### config.mk
export PLATFORM = sky130hd
export DESIGN_NAME = irq_gate_ctrl
export DESIGN_NICKNAME = d
export VERILOG_FILES = /design/src/rtl/irq_gate_pkg.sv /design/src/rtl/irq_gate_regs.sv /design/src/rtl/irq_gate_pmask.sv /design/src/rtl/irq_gate_arb.sv /design/src/rtl/irq_gate_ctrl.sv
export SDC_FILE = /design/constraint.sdc
export NUM_CORES = 1
export LEC_CHECK = 0
export CORE_AREA = 2 2 44 46
export CTS_BUF_LIST = sky130_fd_sc_hd__clkbuf_8
export CTS_CLUSTER_SIZE = 30
export DETAILED_ROUTE_END_ITERATION = 6
export DIE_AREA = 0 0 46 48
export DONT_BUFFER_PORTS = 1
export PLACE_DENSITY = 0.87
export SETUP_SLACK_MARGIN = 0.3
export SLEW_MARGIN = 25
export SYNTH_ARGS = -nofsm -noshare
export SYNTH_HDL_FRONTEND = slang
export SYNTH_SLANG_ARGS = --single-unit
export TNS_END_PERCENT = 5
### constraint.sdc
create_clock -name clk -period 1.2 [get_ports clk]
set_input_delay 0.12 -clock clk [delete_from_list [all_inputs] [get_ports clk]]
set_output_delay 0.12 -clock clk [all_outputs]
set_load 0.01 [all_outputs]
### src/rtl/irq_gate_pkg.sv
package irq_gate_pkg;

    typedef struct packed {
        logic gate_hi;
        logic gate_lo;
        logic tmr_en;
        logic ext_en;
        logic pchg_en;
        logic tmr_flag;
        logic ext_flag;
        logic pchg_flag;
    } ctrl_t;

    typedef struct packed {
        logic pchg_hi;
        logic tmr_hi;
        logic prio_on;
    } mode_t;

    localparam logic [1:0] ADDR_CTRL = 2'd0;
    localparam logic [1:0] ADDR_MODE = 2'd1;
    localparam logic [1:0] ADDR_PEN  = 2'd2;
    localparam logic [1:0] ADDR_PPRI = 2'd3;

endpackage

### src/rtl/irq_gate_regs.sv
module irq_gate_regs
    import irq_gate_pkg::*;
#(
    parameter int NPER = 4
) (
    input  logic                 clk,
    input  logic                 rst_n,
    input  logic                 wr_en,
    input  logic [1:0]           addr,
    input  logic [7:0]           wr_data,
    input  logic                 tmr_ovf_evt,
    input  logic                 ext_edge_evt,
    input  logic                 port_chg_evt,
    output ctrl_t                ctrl_q,
    output mode_t                mode_q,
    output logic [NPER-1:0]      pen_q,
    output logic [NPER-1:0]      ppri_q
);

    typedef struct packed {
        ctrl_t           ctrl;
        mode_t           mode;
        logic [NPER-1:0] pen;
        logic [NPER-1:0] ppri;
    } state_t;

    state_t st_d, st_q;

    always_comb begin
        st_d = st_q;
        if (wr_en) begin
            case (addr)
                ADDR_CTRL: st_d.ctrl = ctrl_t'(wr_data);
                ADDR_MODE: st_d.mode = mode_t'(wr_data[2:0]);
                ADDR_PEN:  st_d.pen  = wr_data[NPER-1:0];
                default:   st_d.ppri = wr_data[NPER-1:0];
            endcase
        end
        // event sets come last so they win over a same-cycle clear
        if (tmr_ovf_evt)  st_d.ctrl.tmr_flag  = 1'b1;
        if (ext_edge_evt) st_d.ctrl.ext_flag  = 1'b1;
        if (port_chg_evt) st_d.ctrl.pchg_flag = 1'b1;
    end

    always_ff @(posedge clk or negedge rst_n) begin
        if (!rst_n) st_q <= '0;
        else        st_q <= st_d;
    end

    assign ctrl_q = st_q.ctrl;
    assign mode_q = st_q.mode;
    assign pen_q  = st_q.pen;
    assign ppri_q = st_q.ppri;

endmodule

### src/rtl/irq_gate_pmask.sv
module irq_gate_pmask #(
    parameter int NPER = 4
) (
    input  logic [NPER-1:0] req,
    input  logic [NPER-1:0] pen,
    input  logic [NPER-1:0] ppri,
    input  logic            prio_on,
    output logic            any_hi,
    output logic            any_lo
);

    logic [NPER-1:0] hi_v;
    logic [NPER-1:0] lo_v;

    for (genvar i = 0; i < NPER; i++) begin : g_src
        logic live;
        assign live    = req[i] & pen[i];
        assign hi_v[i] = live & (~prio_on | ppri[i]);
        assign lo_v[i] = live & prio_on & ~ppri[i];
    end

    assign any_hi = |hi_v;
    assign any_lo = |lo_v;

endmodule

### src/rtl/irq_gate_arb.sv
module irq_gate_arb
    import irq_gate_pkg::*;
(
    input  ctrl_t ctrl,
    input  mode_t mode,
    input  logic  per_hi,
    input  logic  per_lo,
    output logic  irq_hi,
    output logic  irq_lo
);

    logic t_act, x_act, p_act;
    logic hi_src, lo_src;

    always_comb begin
        t_act = ctrl.tmr_flag  & ctrl.tmr_en;
        x_act = ctrl.ext_flag  & ctrl.ext_en;
        p_act = ctrl.pchg_flag & ctrl.pchg_en;
        if (mode.prio_on) begin
            hi_src = x_act | (t_act & mode.tmr_hi) | (p_act & mode.pchg_hi) | per_hi;
            lo_src = (t_act & ~mode.tmr_hi) | (p_act & ~mode.pchg_hi) | per_lo;
            irq_hi = ctrl.gate_hi & hi_src;
            irq_lo = ctrl.gate_lo & lo_src;
        end else begin
            hi_src = t_act | x_act | p_act | (ctrl.gate_lo & per_hi);
            lo_src = 1'b0;
            irq_hi = ctrl.gate_hi & hi_src;
            irq_lo = 1'b0;
        end
    end

endmodule

### src/rtl/irq_gate_ctrl.sv
module irq_gate_ctrl
    import irq_gate_pkg::*;
#(
    parameter int NPER = 4
) (
    input  logic            clk,
    input  logic            rst_n,
    input  logic            wr_en,
    input  logic [1:0]      addr,
    input  logic [7:0]      wr_data,
    output logic [7:0]      rd_data,
    input  logic            tmr_ovf_evt,
    input  logic            ext_edge_evt,
    input  logic            port_chg_evt,
    input  logic [NPER-1:0] periph_req,
    output logic            irq_hi,
    output logic            irq_lo
);

    ctrl_t           ctrl_q;
    mode_t           mode_q;
    logic [NPER-1:0] pen_q;
    logic [NPER-1:0] ppri_q;
    logic            per_hi;
    logic            per_lo;

    irq_gate_regs #(.NPER(NPER)) u_regs (
        .clk          (clk),
        .rst_n        (rst_n),
        .wr_en        (wr_en),
        .addr         (addr),
        .wr_data      (wr_data),
        .tmr_ovf_evt  (tmr_ovf_evt),
        .ext_edge_evt (ext_edge_evt),
        .port_chg_evt (port_chg_evt),
        .ctrl_q       (ctrl_q),
        .mode_q       (mode_q),
        .pen_q        (pen_q),
        .ppri_q       (ppri_q)
    );

    irq_gate_pmask #(.NPER(NPER)) u_pmask (
        .req     (periph_req),
        .pen     (pen_q),
        .ppri    (ppri_q),
        .prio_on (mode_q.prio_on),
        .any_hi  (per_hi),
        .any_lo  (per_lo)
    );

    irq_gate_arb u_arb (
        .ctrl   (ctrl_q),
        .mode   (mode_q),
        .per_hi (per_hi),
        .per_lo (per_lo),
        .irq_hi (irq_hi),
        .irq_lo (irq_lo)
    );

    always_comb begin
        rd_data = '0;
        case (addr)
            ADDR_CTRL: rd_data = ctrl_q;
            ADDR_MODE: rd_data[2:0] = mode_q;
            ADDR_PEN:  rd_data[NPER-1:0] = pen_q;
            default:   rd_data[NPER-1:0] = ppri_q;
        endcase
    end

endmodule

## Word level (Yosys, flattened, before mapping)

Cells that the tools add are included.

- Input bits: 20
- Output and inout port bits: 10
- Flip-flop bits (word level): 19

- Equality and inequality tests: 2
- Mux-type cells: 13
- Reduce and logical (&&, ||, !) cells: 17
- Bitwise operators: 47

Operator list:

| kind | number |
|---|---|
| 1-bit AND | 27 |
| 14-bit two-way mux | 1 |
| 2-bit AND reduction | 7 |
| 4-bit two-way mux | 3 |
| 1-bit OR | 12 |
| 2-bit nonzero test | 6 |
| 3-bit one-hot mux with 3 select lines | 1 |
| 1-bit inverter | 8 |
| 4-bit OR reduction | 2 |
| 3-bit two-way mux | 2 |
| 1-bit two-way mux | 5 |
| 1-bit one-hot mux with 3 select lines | 1 |
| 3-bit OR reduction | 1 |
| 2-bit by 1-bit == test with 1-bit output (second input constant) | 1 |
| 2-bit == test (second input constant) | 1 |
| 2-bit logical NOT | 1 |

## Logic depth before layout (Yosys ltp)

- Depth after elaboration: 8
- Gate-level depth with buffers: 6
- Depth with buffers taken out: 4

## Hierarchy

Synthesis repeated with hierarchy kept, for this count alone.

- Cell total of the unflattened synthesis: 83
- Area, all modules: 1047.3 µm²

By module, submodules not included:

| module | area an instance (µm²) | instances | sequential area each (µm²) | cells each |
|---|---|---|---|---|
| irq_gate_regs | 770.7 | 1 | 475.5 | 49 |
| irq_gate_ctrl | 127.6 | 1 | 0.0 | 10 |
| irq_gate_pmask | 88.8 | 1 | 0.0 | 14 |
| irq_gate_arb | 60.1 | 1 | 0.0 | 10 |

## Worst setup path after synthesis

No wires, ideal clock.

- Path kind: flip-flop to output port
- Start point: register u_regs.st_q, in the netlist u_regs.mode_q[0]
- End point: output irq_hi
- Slack: 49 ps
- Cell stages (with the launch flop): 5
- Data arrival time: 1031 ps
- Data required time: 1080 ps
- Cell sequence: dfrtp_1 -> nor2b_1 -> o211ai_1 -> o22ai_1 -> a31oi_1

- Longest elaborated chain between the ends: 8
- Elaborated cells between the ends (all ways): 16
- Classes of those cells: mux: 1; bitwise: 14; reduce/logical: 1

RTL lines:

| item | line | source |
|---|---|---|
| start: declaration | irq_gate_regs.sv:27 | `state_t st_d, st_q;` |
| start signal: assignment | irq_gate_regs.sv:47 | `else st_q <= st_d;` |
| 1-bit inverter | irq_gate_pmask.sv:18 | `assign hi_v[i] = live & (~prio_on \| ppri[i]);` |
| 1-bit OR | irq_gate_pmask.sv:18 |  |
| 1-bit AND | irq_gate_pmask.sv:18 |  |
| 4-bit OR reduction | irq_gate_pmask.sv:22 | `assign any_hi = \|hi_v;` |
| 1-bit AND | irq_gate_arb.sv:25 | `hi_src = t_act \| x_act \| p_act \| (ctrl.gate_lo & per_hi);` |
| 1-bit OR | irq_gate_arb.sv:25 |  |
| 1-bit AND | irq_gate_arb.sv:27 | `irq_hi = ctrl.gate_hi & hi_src;` |
| 1-bit two-way mux (*) | irq_gate_arb.sv:19 | `if (mode.prio_on) begin` |
| end: declaration | irq_gate_ctrl.sv:16 | `output logic irq_hi,` |

Mark *: on every way between the ends. The rest lies on a longest branch, timed or not.

## Final worst setup path

Same ends and word-level chain as after synthesis.

==> flow_metrics.tcl <==
set metrics [dict create \
    outcome "finished with violations" \
    violations "negative setup slack" \
    clkLatencyLatePin_ps 260 \
    grt_max_degree 20 \
    postRouteAntennaNets 0 \
    setup-tns-final_ps -1270 \
    preCtsSetupSlack_ps -80.49 \
    num_vias 876 \
    antennaDiodeCount 0 \
    dieHeight_um 48 \
    crit_path_start_kind "register" \
    crit_path_max_fanout 6 \
    grt_overflow 0 \
    synth_edf_count 0 \
    synth.most_common_cell "nand2_1" \
    nets 136 \
    crit_chain "nor2b_1 > o211ai_1 > o22ai_1 > a31oi_1 > buf_4" \
    fin_total_pwr_mw 1.747 \
    hold_viol 0 \
    crit_family "compound AO/OA/AOI/OAI gates" \
    end_kind "output port" \
    hold_start "wr_data[0]" \
    ys_types 24 \
    dp_hpwl_um 1799 \
    synthArstFlopShare_pct 100.0 \
    port_buffers 0 \
    yosys-top-cells-area "dfrtp_1 (45%), nand2_1 (9.3%), mux2_1 (8.6%)" \
    p_leak_nw 0.6008 \
    setup_viol 6 \
    post-route-min-period_ps 1564 \
    wire_per_inst_um 19.98 \
    grt_pass1_vias 821 \
    grt_pass1_wl_um 4057 \
    hold_ws_ps 6.175 \
    required_ps 1080 \
    drt_first_pass_iters 4 \
    synth_warnings 0 \
    rr_worst_depth 2 \
    antenna_found_initial 0 \
    synth_nets 114 \
    rsz0062_at_grt "true" \
    yosysSeqAreaShare_pct 45.29 \
    dp.cells 111 \
    r2r_slack_ps 310 \
    dieWidth_um 46 \
    ys_ff_latch 19 \
    cp.arrival_ps 1440 \
    cp_slowest_cell "dfrtp_2" \
    synth_cells 94 \
    slowest_delay_ps 440 \
    path_class "reg2out" \
    core-area_um2 1689 \
    yosysTopAreaCellShare_pct 45.29 \
    max_clock_freq_ghz 0.6393 \
    drc 0 \
    hold_path_class "in2reg" \
    powerDensity_nw_per_um2 1340 \
    fin_worst_skew_ps 0 \
    rr_startpoint "u_regs.pen_q[1]$_DFFE_PN0P_" \
    slew_violations 0 \
    clock_path_buffers 2 \
    path_clk_slew_ps 70 \
    drive_above_1_share_pct 20.00 \
    hold_depth 1 \
    final_util_pct 77.19 \
    area.growth.synth_to_final_pct 24.20 \
    worst_slew_pin_slew_ps 843.9 \
    drt-initial-drc-count 45 \
    fin_ws_ps -364.3 \
    maxCapViolCount 0 \
    routabilityCongestion 0.8209 \
    ir_drop_mv 1.138 \
    synthFlopType "dfrtp_1" \
    crit_cells 5 \
    finalInstanceArea_um2 1304 \
    finalCritPeriodShare_pct 130.4 \
    timing.rr.end "u_regs.pen_q[1]$_DFFE_PN0P_" \
    cts_buffers 3 \
    viasPerCell 6.636 \
    yosys.area.top_type "dfrtp_1" \
    stdcell_count 132 \
    postSynthAreaPerCell_um2 11.17 \
    row_count 15 \
    slew_headroom_pct 43.74 \
    path_buf_inv 1 \
    die_area_um2 2208 \
    syn_area_um2 1050 \
    start_util_pct 62.15 \
    grtUsageTotal_pct 27.66 \
    cts_max_level 1 \
    cts_root_buf "clkbuf_8" \
    drt-total-wl_um 2637 \
    synth_commonest_cells "nand2_1 (26), dfrtp_1 (19), mux2_1 (8)" \
    numClockSinks 19 \
    io_pins 30 \
    placed_area_um2 1067 \
    holdPathEnd "u_regs.mode_q[0]$_DFFE_PN0P_" \
    cts_tree "built" \
]
## metal layers
metal	part of all wire (%)	track usage (%)	wire (um)	vias up
met5	0	0	0	-
met4	3.2	14.29	84	0
met2	51	45.00	1352	55
met3	7.1	7.925	188	14
met1	38	33.58	1012	424
li1	-	-	-	383
## worst reg2reg max path: stages (launching register included)
cell	delay (ps)
dfrtp_1	410
buf_6	130
mux2_4	250
## cell families (layout without fill, tap and decap cells)
logic type	Yosys count	in the layout	synth area share, %
AOI/OAI and AO/OA	13	13	8.582
DFF	19	19	45.29
buffers and inverters	5	26	3.218
and+or+nand+nor	42	42	22.17
muxes	15	15	20.74
## power breakdown
group          switching, mW  internal (mW)
clock network          0.224          0.228
logic                  0.189          0.250
registers              0.111          0.744
total                  0.524           1.22
## flip-flops by register name, indices dropped and copies added (netlist names)
register / flops
u_regs.ctrl_q: 8
u_regs.mode_q: 3
u_regs.pen_q: 4
u_regs.ppri_q: 4
## final cells by class
type	count	area, um2
clock buffers	3	41.29
clock inverters	1	3.754
fillers	106	385.4
inverters	2	7.507
multi-input cells	70	556.8
flip-flops and latches	19	476.7
well taps	17	21.27
repair buffers	20	196.4
## what timing repair did
| action | CTS | global route |
|---|---|---|
| gates cloned | 0 | 0 |
| setup endpoints to repair | 10 | 30 |
| hold buffers | 12 | 4 |
| hold endpoints to repair | 31 | 6 |
| pin swaps | 2 | 2 |
| gates resized for setup | 7 | 1 |
| buffers inserted | 1 | 0 |
## layout by cell type (no fill, tap or decap), drive strengths merged, types with 2 or more instances in the layout
cell         synthesis  final
nand3b               5      5
nand3                4      4
mux4                 3      3
o21ai                3      3
a32oi                2      2
dlygate4sd3          0     15
mux2                12     12
dfrtp               19     19
clkbuf               0      3
inv                  2      3
and2                 4      4
buf                  3      4
nand2               26     26
o22ai                4      4
## worst max path at each step
stage	slack, ps	endpoint	startpoint
2_1_floorplan	80	irq_hi	u_regs.mode_q[0]$_DFFE_PN0P_
3_3_place_gp	-7	irq_hi	u_regs.mode_q[0]$_DFFE_PN0P_
3_5_place_dp	-80	irq_hi	u_regs.mode_q[0]$_DFFE_PN0P_
4_1_cts	-350	irq_hi	u_regs.mode_q[0]$_DFFE_PN0P_
5_1_grt	-470	irq_hi	u_regs.mode_q[0]$_DFFE_PN0P_
6_report	-360	irq_hi	u_regs.mode_q[0]$_DFFE_PN0P_
Power figures use the tool's default switching activity.
